--- config.mk ---
export PLATFORM = sky130hd
export DESIGN_NAME = cam_reg_init
export DESIGN_NICKNAME = d
export VERILOG_FILES = /design/src/rtl/cam_init_pkg.sv /design/src/rtl/cam_cfg_rom.sv /design/src/rtl/cam_bus_phy.sv /design/src/rtl/cam_write_cycle.sv /design/src/rtl/cam_reg_init.sv
export SDC_FILE = /design/constraint.sdc
export NUM_CORES = 1
export LEC_CHECK = 0
export BUFFER_PORTS_ARGS = -buffer_cell sky130_fd_sc_hd__clkbuf_2
export CAP_MARGIN = 20
export CORE_ASPECT_RATIO = 0.75
export CORE_MARGIN = 2
export CORE_UTILIZATION = 65
export CTS_BUF_LIST = sky130_fd_sc_hd__clkbuf_8
export DETAILED_ROUTE_END_ITERATION = 8
export PLACE_DENSITY = 0.85
export SLEW_MARGIN = 25
export SYNTH_ARGS = -nofsm -noshare
export SYNTH_HDL_FRONTEND = slang
export SYNTH_SLANG_ARGS = --single-unit
--- constraint.sdc ---
create_clock -name clk -period 4.95 [get_ports clk]
set_clock_uncertainty 0.1 [all_clocks]
set_input_delay 0.99 -clock clk [delete_from_list [all_inputs] [get_ports clk]]
set_output_delay 0.99 -clock clk [all_outputs]
set_load 0.02 [all_outputs]
--- src/rtl/cam_init_pkg.sv ---
// Shared types for the power-on camera register loader.
package cam_init_pkg;
    // Bus symbols that the cycle layer asks the bit layer to produce.
    typedef enum logic [1:0] {BC_START, BC_BIT, BC_STOP, BC_GAP} bus_cmd_e;
    // A table sub-address equal to this value ends the sequence.
    localparam logic [7:0] END_MARK = 8'hFF;
    typedef struct packed {
        logic [7:0] sub;
        logic [7:0] val;
    } reg_pair_t;
endpackage

--- src/rtl/cam_cfg_rom.sv ---
// Computed configuration table. Entry i < N_REGS holds sub-address
// 8'h10+3*i and value 8'hA5^(i*8'h1D). Every later index returns the end
// marker. Assumes N_REGS < 80, so no real entry collides with the marker.
module cam_cfg_rom
    import cam_init_pkg::*;
#(
    parameter int N_REGS = 4,
    parameter int PTR_W  = $clog2(N_REGS + 1)
) (
    input  logic [PTR_W-1:0] ptr,
    output reg_pair_t        entry
);
    logic [7:0] p8;
    assign p8 = 8'(ptr);

    // Derive the entry arithmetically from its index.
    always_comb begin
        if (ptr < PTR_W'(N_REGS)) begin
            entry.sub = 8'h10 + p8 * 8'd3;
            entry.val = 8'hA5 ^ (p8 * 8'h1D);
        end else begin
            entry.sub = END_MARK;
            entry.val = 8'h00;
        end
    end
endmodule

--- src/rtl/cam_bus_phy.sv ---
// Bit layer. It plays one bus symbol at a time as four quarters of
// QTR_CYCLES system cycles each, and drives open-drain enables (1 = pull low).
// A symbol is accepted only while ready is high. Between symbols the
// outputs hold their last levels.
module cam_bus_phy
    import cam_init_pkg::*;
#(
    parameter int QTR_CYCLES = 250
) (
    input  logic     clk,
    input  logic     rst_n,
    input  logic     cmd_valid,
    input  bus_cmd_e cmd,
    input  logic     cmd_bit,
    output logic     ready,
    output logic     cmd_done,
    output logic     scl_oe,
    output logic     sda_oe
);
    localparam int CNT_W = (QTR_CYCLES > 1) ? $clog2(QTR_CYCLES) : 1;
    localparam logic [CNT_W-1:0] CNT_LAST = CNT_W'(QTR_CYCLES - 1);

    logic             active;
    bus_cmd_e         cmd_r;
    logic             bit_r;
    logic [1:0]       qtr;
    logic [CNT_W-1:0] cnt;
    logic             scl_hi, sda_hi;

    assign ready    = !active;
    assign cmd_done = active && (qtr == 2'd3) && (cnt == CNT_LAST);

    // Line levels for the current symbol and quarter.
    always_comb begin
        unique case (cmd_r)
            BC_START: begin scl_hi = (qtr != 2'd3); sda_hi = (qtr < 2'd2);  end
            BC_BIT:   begin scl_hi = (qtr == 2'd1) || (qtr == 2'd2); sda_hi = bit_r; end
            BC_STOP:  begin scl_hi = (qtr != 2'd0); sda_hi = (qtr >= 2'd2); end
            default:  begin scl_hi = 1'b1; sda_hi = 1'b1; end
        endcase
    end

    // Symbol acceptance, quarter timing and registered pin enables.
    always_ff @(posedge clk) begin
        if (!rst_n) begin
            active <= 1'b0;
            cmd_r  <= BC_GAP;
            bit_r  <= 1'b1;
            qtr    <= 2'd0;
            cnt    <= '0;
            scl_oe <= 1'b0;
            sda_oe <= 1'b0;
        end else if (!active) begin
            if (cmd_valid) begin
                active <= 1'b1;
                cmd_r  <= cmd;
                bit_r  <= cmd_bit;
                qtr    <= 2'd0;
                cnt    <= '0;
            end
        end else begin
            scl_oe <= !scl_hi;
            sda_oe <= !sda_hi;
            if (cnt == CNT_LAST) begin
                cnt <= '0;
                qtr <= qtr + 2'd1;
                if (qtr == 2'd3) active <= 1'b0;
            end else begin
                cnt <= cnt + CNT_W'(1);
            end
        end
    end

    // the data enable holds while the clock stays high inside a data bit.
    a_r4_sda_steady_scl_high: assert property (@(posedge clk) disable iff (!rst_n)
        (!scl_oe && !$past(scl_oe) && cmd_r == BC_BIT) |-> $stable(sda_oe));
    // the quarter counter never passes its limit.
    a_r5_qtr_cnt_range: assert property (@(posedge clk) disable iff (!rst_n)
        active |-> (cnt <= CNT_LAST));
    // a new symbol is only offered while the bit layer is idle.
    a_r2_cmd_when_idle: assert property (@(posedge clk) disable iff (!rst_n)
        cmd_valid |-> !active);
endmodule

--- src/rtl/cam_write_cycle.sv ---
// Cycle layer. It expands one write into a start, 27 bit periods
// (three bytes MSB first, each with a released ninth bit), a stop, and
// GAP_BITS idle bit periods. It pulses wr_done when the write completes.
// Assumes GAP_BITS >= 1 and that start arrives only while the layer is idle.
module cam_write_cycle
    import cam_init_pkg::*;
#(
    parameter int GAP_BITS = 3
) (
    input  logic       clk,
    input  logic       rst_n,
    input  logic       start,
    input  logic [7:0] dev_id,
    input  logic [7:0] sub,
    input  logic [7:0] val,
    output logic       wr_done,
    output logic       cmd_valid,
    output bus_cmd_e   cmd,
    output logic       cmd_bit,
    input  logic       sym_done
);
    localparam int GAP_W = (GAP_BITS > 1) ? $clog2(GAP_BITS) : 1;

    typedef enum logic [1:0] {W_IDLE, W_ISSUE, W_WAIT} wstate_e;

    wstate_e          state;
    bus_cmd_e         ph;
    logic [23:0]      tx_sr;
    logic [1:0]       byte_idx;
    logic [3:0]       bit_idx;
    logic [GAP_W-1:0] gap_cnt;

    assign cmd_valid = (state == W_ISSUE);
    assign cmd       = ph;
    assign cmd_bit   = (bit_idx == 4'd8) ? 1'b1 : tx_sr[23];

    // Step through the symbols of one write, one symbol per bit-layer completion.
    always_ff @(posedge clk) begin
        if (!rst_n) begin
            state    <= W_IDLE;
            ph       <= BC_START;
            tx_sr    <= '0;
            byte_idx <= 2'd0;
            bit_idx  <= 4'd0;
            gap_cnt  <= '0;
            wr_done  <= 1'b0;
        end else begin
            wr_done <= 1'b0;
            unique case (state)
                W_IDLE: if (start) begin
                    tx_sr    <= {dev_id, sub, val};
                    ph       <= BC_START;
                    byte_idx <= 2'd0;
                    bit_idx  <= 4'd0;
                    gap_cnt  <= '0;
                    state    <= W_ISSUE;
                end
                W_ISSUE: state <= W_WAIT;
                W_WAIT: if (sym_done) begin
                    state <= W_ISSUE;
                    unique case (ph)
                        BC_START: ph <= BC_BIT;
                        BC_BIT: begin
                            if (bit_idx == 4'd8) begin
                                bit_idx <= 4'd0;
                                if (byte_idx == 2'd2) ph <= BC_STOP;
                                else byte_idx <= byte_idx + 2'd1;
                            end else begin
                                bit_idx <= bit_idx + 4'd1;
                                tx_sr   <= {tx_sr[22:0], 1'b0};
                            end
                        end
                        BC_STOP: ph <= BC_GAP;
                        default: begin
                            if (gap_cnt == GAP_W'(GAP_BITS - 1)) begin
                                state   <= W_IDLE;
                                wr_done <= 1'b1;
                            end else begin
                                gap_cnt <= gap_cnt + GAP_W'(1);
                            end
                        end
                    endcase
                end
                default: state <= W_IDLE;
            endcase
        end
    end

    // the sequencer never starts a write while one is in progress.
    a_r2_start_only_idle: assert property (@(posedge clk) disable iff (!rst_n)
        start |-> (state == W_IDLE));
endmodule

--- src/rtl/cam_reg_init.sv ---
// Power-on register loader top. The sequencer walks the computed table
// and issues one write per entry. It stops at the end marker and raises
// done. Bus clock quarter = CLK_HZ/(4*BUS_HZ) system cycles (must be >= 1).
module cam_reg_init
    import cam_init_pkg::*;
#(
    parameter int         CLK_HZ   = 100_000_000,
    parameter int         BUS_HZ   = 100_000,
    parameter int         N_REGS   = 4,
    parameter int         GAP_BITS = 3,
    parameter logic [7:0] DEV_ID   = 8'h42
) (
    input  logic clk,
    input  logic rst_n,
    output logic scl_oe,
    output logic sda_oe,
    output logic done
);
    localparam int QTR   = CLK_HZ / (4 * BUS_HZ);
    localparam int PTR_W = $clog2(N_REGS + 1);

    typedef enum logic [1:0] {S_FETCH, S_WAIT, S_DONE} sstate_e;

    sstate_e          state;
    logic [PTR_W-1:0] ptr;
    reg_pair_t        entry;
    logic             wr_start, wr_done;
    logic             cmd_valid, cmd_bit, phy_ready, sym_done;
    bus_cmd_e         cmd;

    cam_cfg_rom #(.N_REGS(N_REGS), .PTR_W(PTR_W)) u_rom (
        .ptr(ptr), .entry(entry));

    cam_write_cycle #(.GAP_BITS(GAP_BITS)) u_cyc (
        .clk(clk), .rst_n(rst_n), .start(wr_start), .dev_id(DEV_ID),
        .sub(entry.sub), .val(entry.val), .wr_done(wr_done),
        .cmd_valid(cmd_valid), .cmd(cmd), .cmd_bit(cmd_bit), .sym_done(sym_done));

    cam_bus_phy #(.QTR_CYCLES(QTR)) u_phy (
        .clk(clk), .rst_n(rst_n), .cmd_valid(cmd_valid), .cmd(cmd),
        .cmd_bit(cmd_bit), .ready(phy_ready), .cmd_done(sym_done),
        .scl_oe(scl_oe), .sda_oe(sda_oe));

    assign wr_start = (state == S_FETCH) && (entry.sub != END_MARK);

    // Table walk: fetch an entry, run its write, stop at the marker.
    always_ff @(posedge clk) begin
        if (!rst_n) begin
            state <= S_FETCH;
            ptr   <= '0;
            done  <= 1'b0;
        end else begin
            unique case (state)
                S_FETCH: begin
                    if (entry.sub == END_MARK) begin
                        state <= S_DONE;
                        done  <= 1'b1;
                    end else begin
                        state <= S_WAIT;
                    end
                end
                S_WAIT: if (wr_done) begin
                    ptr   <= ptr + PTR_W'(1);
                    state <= S_FETCH;
                end
                default: state <= S_DONE;
            endcase
        end
    end

    // done never falls once raised.
    a_r7_done_sticky: assert property (@(posedge clk) disable iff (!rst_n)
        $past(done) |-> done);
    // after done, both lines stay released and the bit layer stays idle.
    a_r7_done_bus_quiet: assert property (@(posedge clk) disable iff (!rst_n)
        done |-> (!scl_oe && !sda_oe && phy_ready));
    // the pointer never walks past the end-marker entry.
    a_r8_ptr_bound: assert property (@(posedge clk) disable iff (!rst_n)
        ptr <= PTR_W'(N_REGS));
endmodule

==> results.yml <==
yosys:
  syn-cell-area_mm2: 0.00304
  synthArstFlopShare_pct: 0
  ys_seq_elements: 59
  avgSynthCellArea_um2: 8.60
  synth_warnings: 0
  syn_inst: 353
  synth_ff_type: "dfxtp_1"
  yosysUniqueCellTypes: 48
  seq_area_frac_synth_pct: 38.9
  synth_edf_count: 0
  syn-num-nets: 379
pwr:
  power.density_mw_per_mm2: 337
  max-vdd-ir-drop_v: 0.000203
  leakagePower_nw: 1.33
setup_path:
  r2r.worst_path.cells: 7
  worstReg2RegEnd: "u_cyc.tx_sr[6]$_SDFFE_PN0P_"
  endpoint_kind: "register"
  startpoint_type: "register"
  setup.worst_path.start: "ptr[2]$_SDFFE_PN0P_"
  r2r_setup_slack_ns: 2.26
  crit_end: "u_cyc.tx_sr[6]$_SDFFE_PN0P_"
  cp.required_ns: 5.09
  crit_arrival_ns: 2.82
  cp_max_fo: 18
  r2r-start: "ptr[2]$_SDFFE_PN0P_"
  worstSetupPathType: "reg -> reg"
drt:
  dr_total_vias: 2439
  routedWlPerCell_um: 14.4
  wl_met1_um: 2970
  highest_layer: "met4"
  drt_iter0_drc: 132
  avgViaCountPerCell: 5.91
  drtAntennaViolNets: 0
  routed_wl_um: 5930
  dr.pass1.iters: 4
  routed-wl-met2_um: 2610
  drcViolationCount: 0
  routed-wl-met3_um: 258
finish:
  fin_util_pct: 73.6
  drive_gt1_share_pct: 9.83
  regArea_mm2: 0.00118
  antenna-diode-count: 0
  final_cells: 413
  fin_nets: 377
  multi_input_area_mm2: 0.00169
  design_area_mm2: 0.00329
  areaGrowthSynthToFinish_pct: 8.24
  fill_cells: 339
clocking:
  root_buffer: "clkbuf_8"
  post_cts_resized: 0
  postCtsSetupBuffers: 0
  clk_pin_slew_ns: 0.07
  cts.sink_count: 59
  hold_buffers: 0
  cts_max_level: 3
  cts_tree: "done"
  clk_path_buf_depth: 2
  cts_made_buffers: 9
  clkLatencyLatePin_ns: 0.34
timing:
  period_share_pct: 54.3
  rsz0062_at_grt: "no"
  finalSetupViolations: 0
  maxSlewViolCount: 0
  slew_headroom_pct: 31.2
  setup-tns-final_ns: 0
  fmax_mhz: 372
  finalHoldViolations: 0
  layout_min_cycle_time_ns: 2.69
  tightest_slew_ns: 1.02
floorplan:
  fp.dieArea_mm2: 0.00524
  coreArea_mm2: 0.00447
  chipHeight_um: 63.2
  rows: 21
  start_util_pct: 68.0
  pin_count: 5
  fp.dieW_um: 82.9
placed_design:
  dpl_cell_area_mm2: 0.00306
  io_buffers: 4
  place.gp.congestion: 0.869
  placedCellCount: 397
  hpwl_um: 3920
global_route:
  overflow: 0
  grt_pass1_vias: 2197
  grt_util_all_layers_pct: 24.1
  grt_pass1_wl_um: 10200
  grt_max_degree: 44
  antenna_found_initial: 0
outcome:
  status: "finished, final reports clean"
flow_run:
  drv_cap: 0
min_path:
  min_path_type: "reg -> reg"
Yosys cell counts, types with 2 or more instances:
cell type / instances / area share, %
a211oi_1: 3 / 0.74
a211oi_2: 5 / 2.1
a21o_1: 2 / 0.49
a21oi_1: 25 / 4.1
a311oi_1: 2 / 0.58
and2_1: 2 / 0.41
and3_1: 5 / 1.0
clkbuf_1: 16 / 2.0
dfxtp_1: 59 / 39
fa_1: 4 / 2.6
ha_1: 20 / 8.2
inv_1: 23 / 2.8
mux2i_1: 7 / 2.3
nand2_1: 36 / 4.4
nand2b_1: 4 / 0.82
nand3_1: 11 / 1.8
nand3b_1: 3 / 0.74
nand4_1: 3 / 0.62
nor2_1: 42 / 5.2
nor2b_1: 4 / 0.82
nor3_1: 7 / 1.2
nor4_1: 2 / 0.41
o2111ai_1: 4 / 1.2
o211a_1: 2 / 0.66
o211ai_1: 2 / 0.49
o21ai_0: 19 / 3.1
o221a_2: 4 / 1.5
o221ai_1: 3 / 0.87
o22ai_1: 7 / 1.4
o32ai_1: 3 / 0.87
or3_1: 4 / 0.82
or4_1: 2 / 0.49
xnor2_1: 3 / 0.87
routing by layer:
layer / global-route usage [%] / vias to the layer above
met2: 34.8 / 34
li1: - / 1248
met3: 8.65 / 10
met1: 34.2 / 1147
met4: 6.76 / 0
met5: 0 / -
power breakdown:
part	total (mW)	switching [mW]	internal, mW	leakage [nW]
logic	0.0980	0.0631	0.0349	0.736
registers	0.511	0.0156	0.495	0.480
clock network	0.497	0.189	0.308	0.117
total	1.11	0.268	0.838	1.33
registers in the layout, summed over array words and instances, names as in the netlist:
register	flops
u_phy.active	1
ptr	3
u_cyc.gap_cnt	2
u_phy.qtr	2
u_cyc.wr_done	1
done	1
u_cyc.byte_idx	2
u_phy.scl_oe	1
u_phy.cmd_r	2
u_cyc.bit_idx	4
u_phy.bit_r	1
state	2
u_phy.sda_oe	1
u_cyc.cmd	2
u_phy.cnt	8
u_cyc.state	2
u_cyc.tx_sr	24
worst min-delay path by stage:
stage	from	to	slack [ns]	depth (start not counted)
2_1_floorplan	u_cyc.tx_sr[12]$_SDFFE_PN0P_	u_cyc.tx_sr[12]$_SDFFE_PN0P_	0.33	2
3_3_place_gp	u_cyc.tx_sr[12]$_SDFFE_PN0P_	u_cyc.tx_sr[12]$_SDFFE_PN0P_	0.35	2
3_5_place_dp	u_cyc.byte_idx[1]$_SDFFE_PN0P_	u_cyc.byte_idx[1]$_SDFFE_PN0P_	0.36	2
4_1_cts	u_cyc.byte_idx[1]$_SDFFE_PN0P_	u_cyc.byte_idx[1]$_SDFFE_PN0P_	0.37	2
5_1_grt	u_cyc.tx_sr[13]$_SDFFE_PN0P_	u_cyc.tx_sr[13]$_SDFFE_PN0P_	0.40	2
6_report	u_cyc.gap_cnt[0]$_SDFFE_PN0P_	u_cyc.gap_cnt[0]$_SDFFE_PN0P_	0.37	2
logic make-up after synthesis:
group	share of synthesized area [%]
xor+xnor	1.15
fa+ha+maj	10.9
flops	38.9
buf+inv	5.60
simple gates	21.1
compound gates	20.1
mux	2.31
cell type report:
cell class | instances | share of cell area, %
inverters | 23 | 2.63
clock buffers | 11 | 4.61
well taps | 57 | 2.17
flip-flops and latches | 59 | 35.9
repair buffers | 6 | 1.07
clock inverters | 5 | 2.32
multi-input cells | 252 | 51.3
cell usage in the layout (no fill, tap or decap), drive strengths merged, types with 3 or more instances in the layout:
master,count
nand3,11
nor2b,4
clkbuf,15
nand2,36
ha,20
mux2i,7
o221a,4
o2111ai,4
fa,4
a21oi,25
nand3b,3
and3,5
o32ai,3
dfxtp,59
xnor2,3
or3,4
nor3,7
nor2,42
nand2b,4
nand4,3
o21ai,20
inv,24
nor4,3
o22ai,7
a211oi,8
o221ai,3
metrics by stage:
stage          power [mW]  setup slack [ns]  hold slack, ns
5_1_grt              1.15              2.00           0.401
2_1_floorplan       0.601              2.72           0.335
3_3_place_gp        0.615              2.31           0.348
4_1_cts              1.12              2.26           0.369
3_5_place_dp        0.618              2.27           0.360
6_report             1.11              2.26           0.368
critical path, cell delays in order, from the launching register on:
cell and delay [ns]:
dfxtp_1 0.72, fa_1 0.55, ha_1 0.29, a21o_1 0.18, a21oi_1 0.18, xor2_1 0.21
o21ai_0 0.10, o221a_2 0.25
No activity file was read; power rests on OpenSTA's default activity.
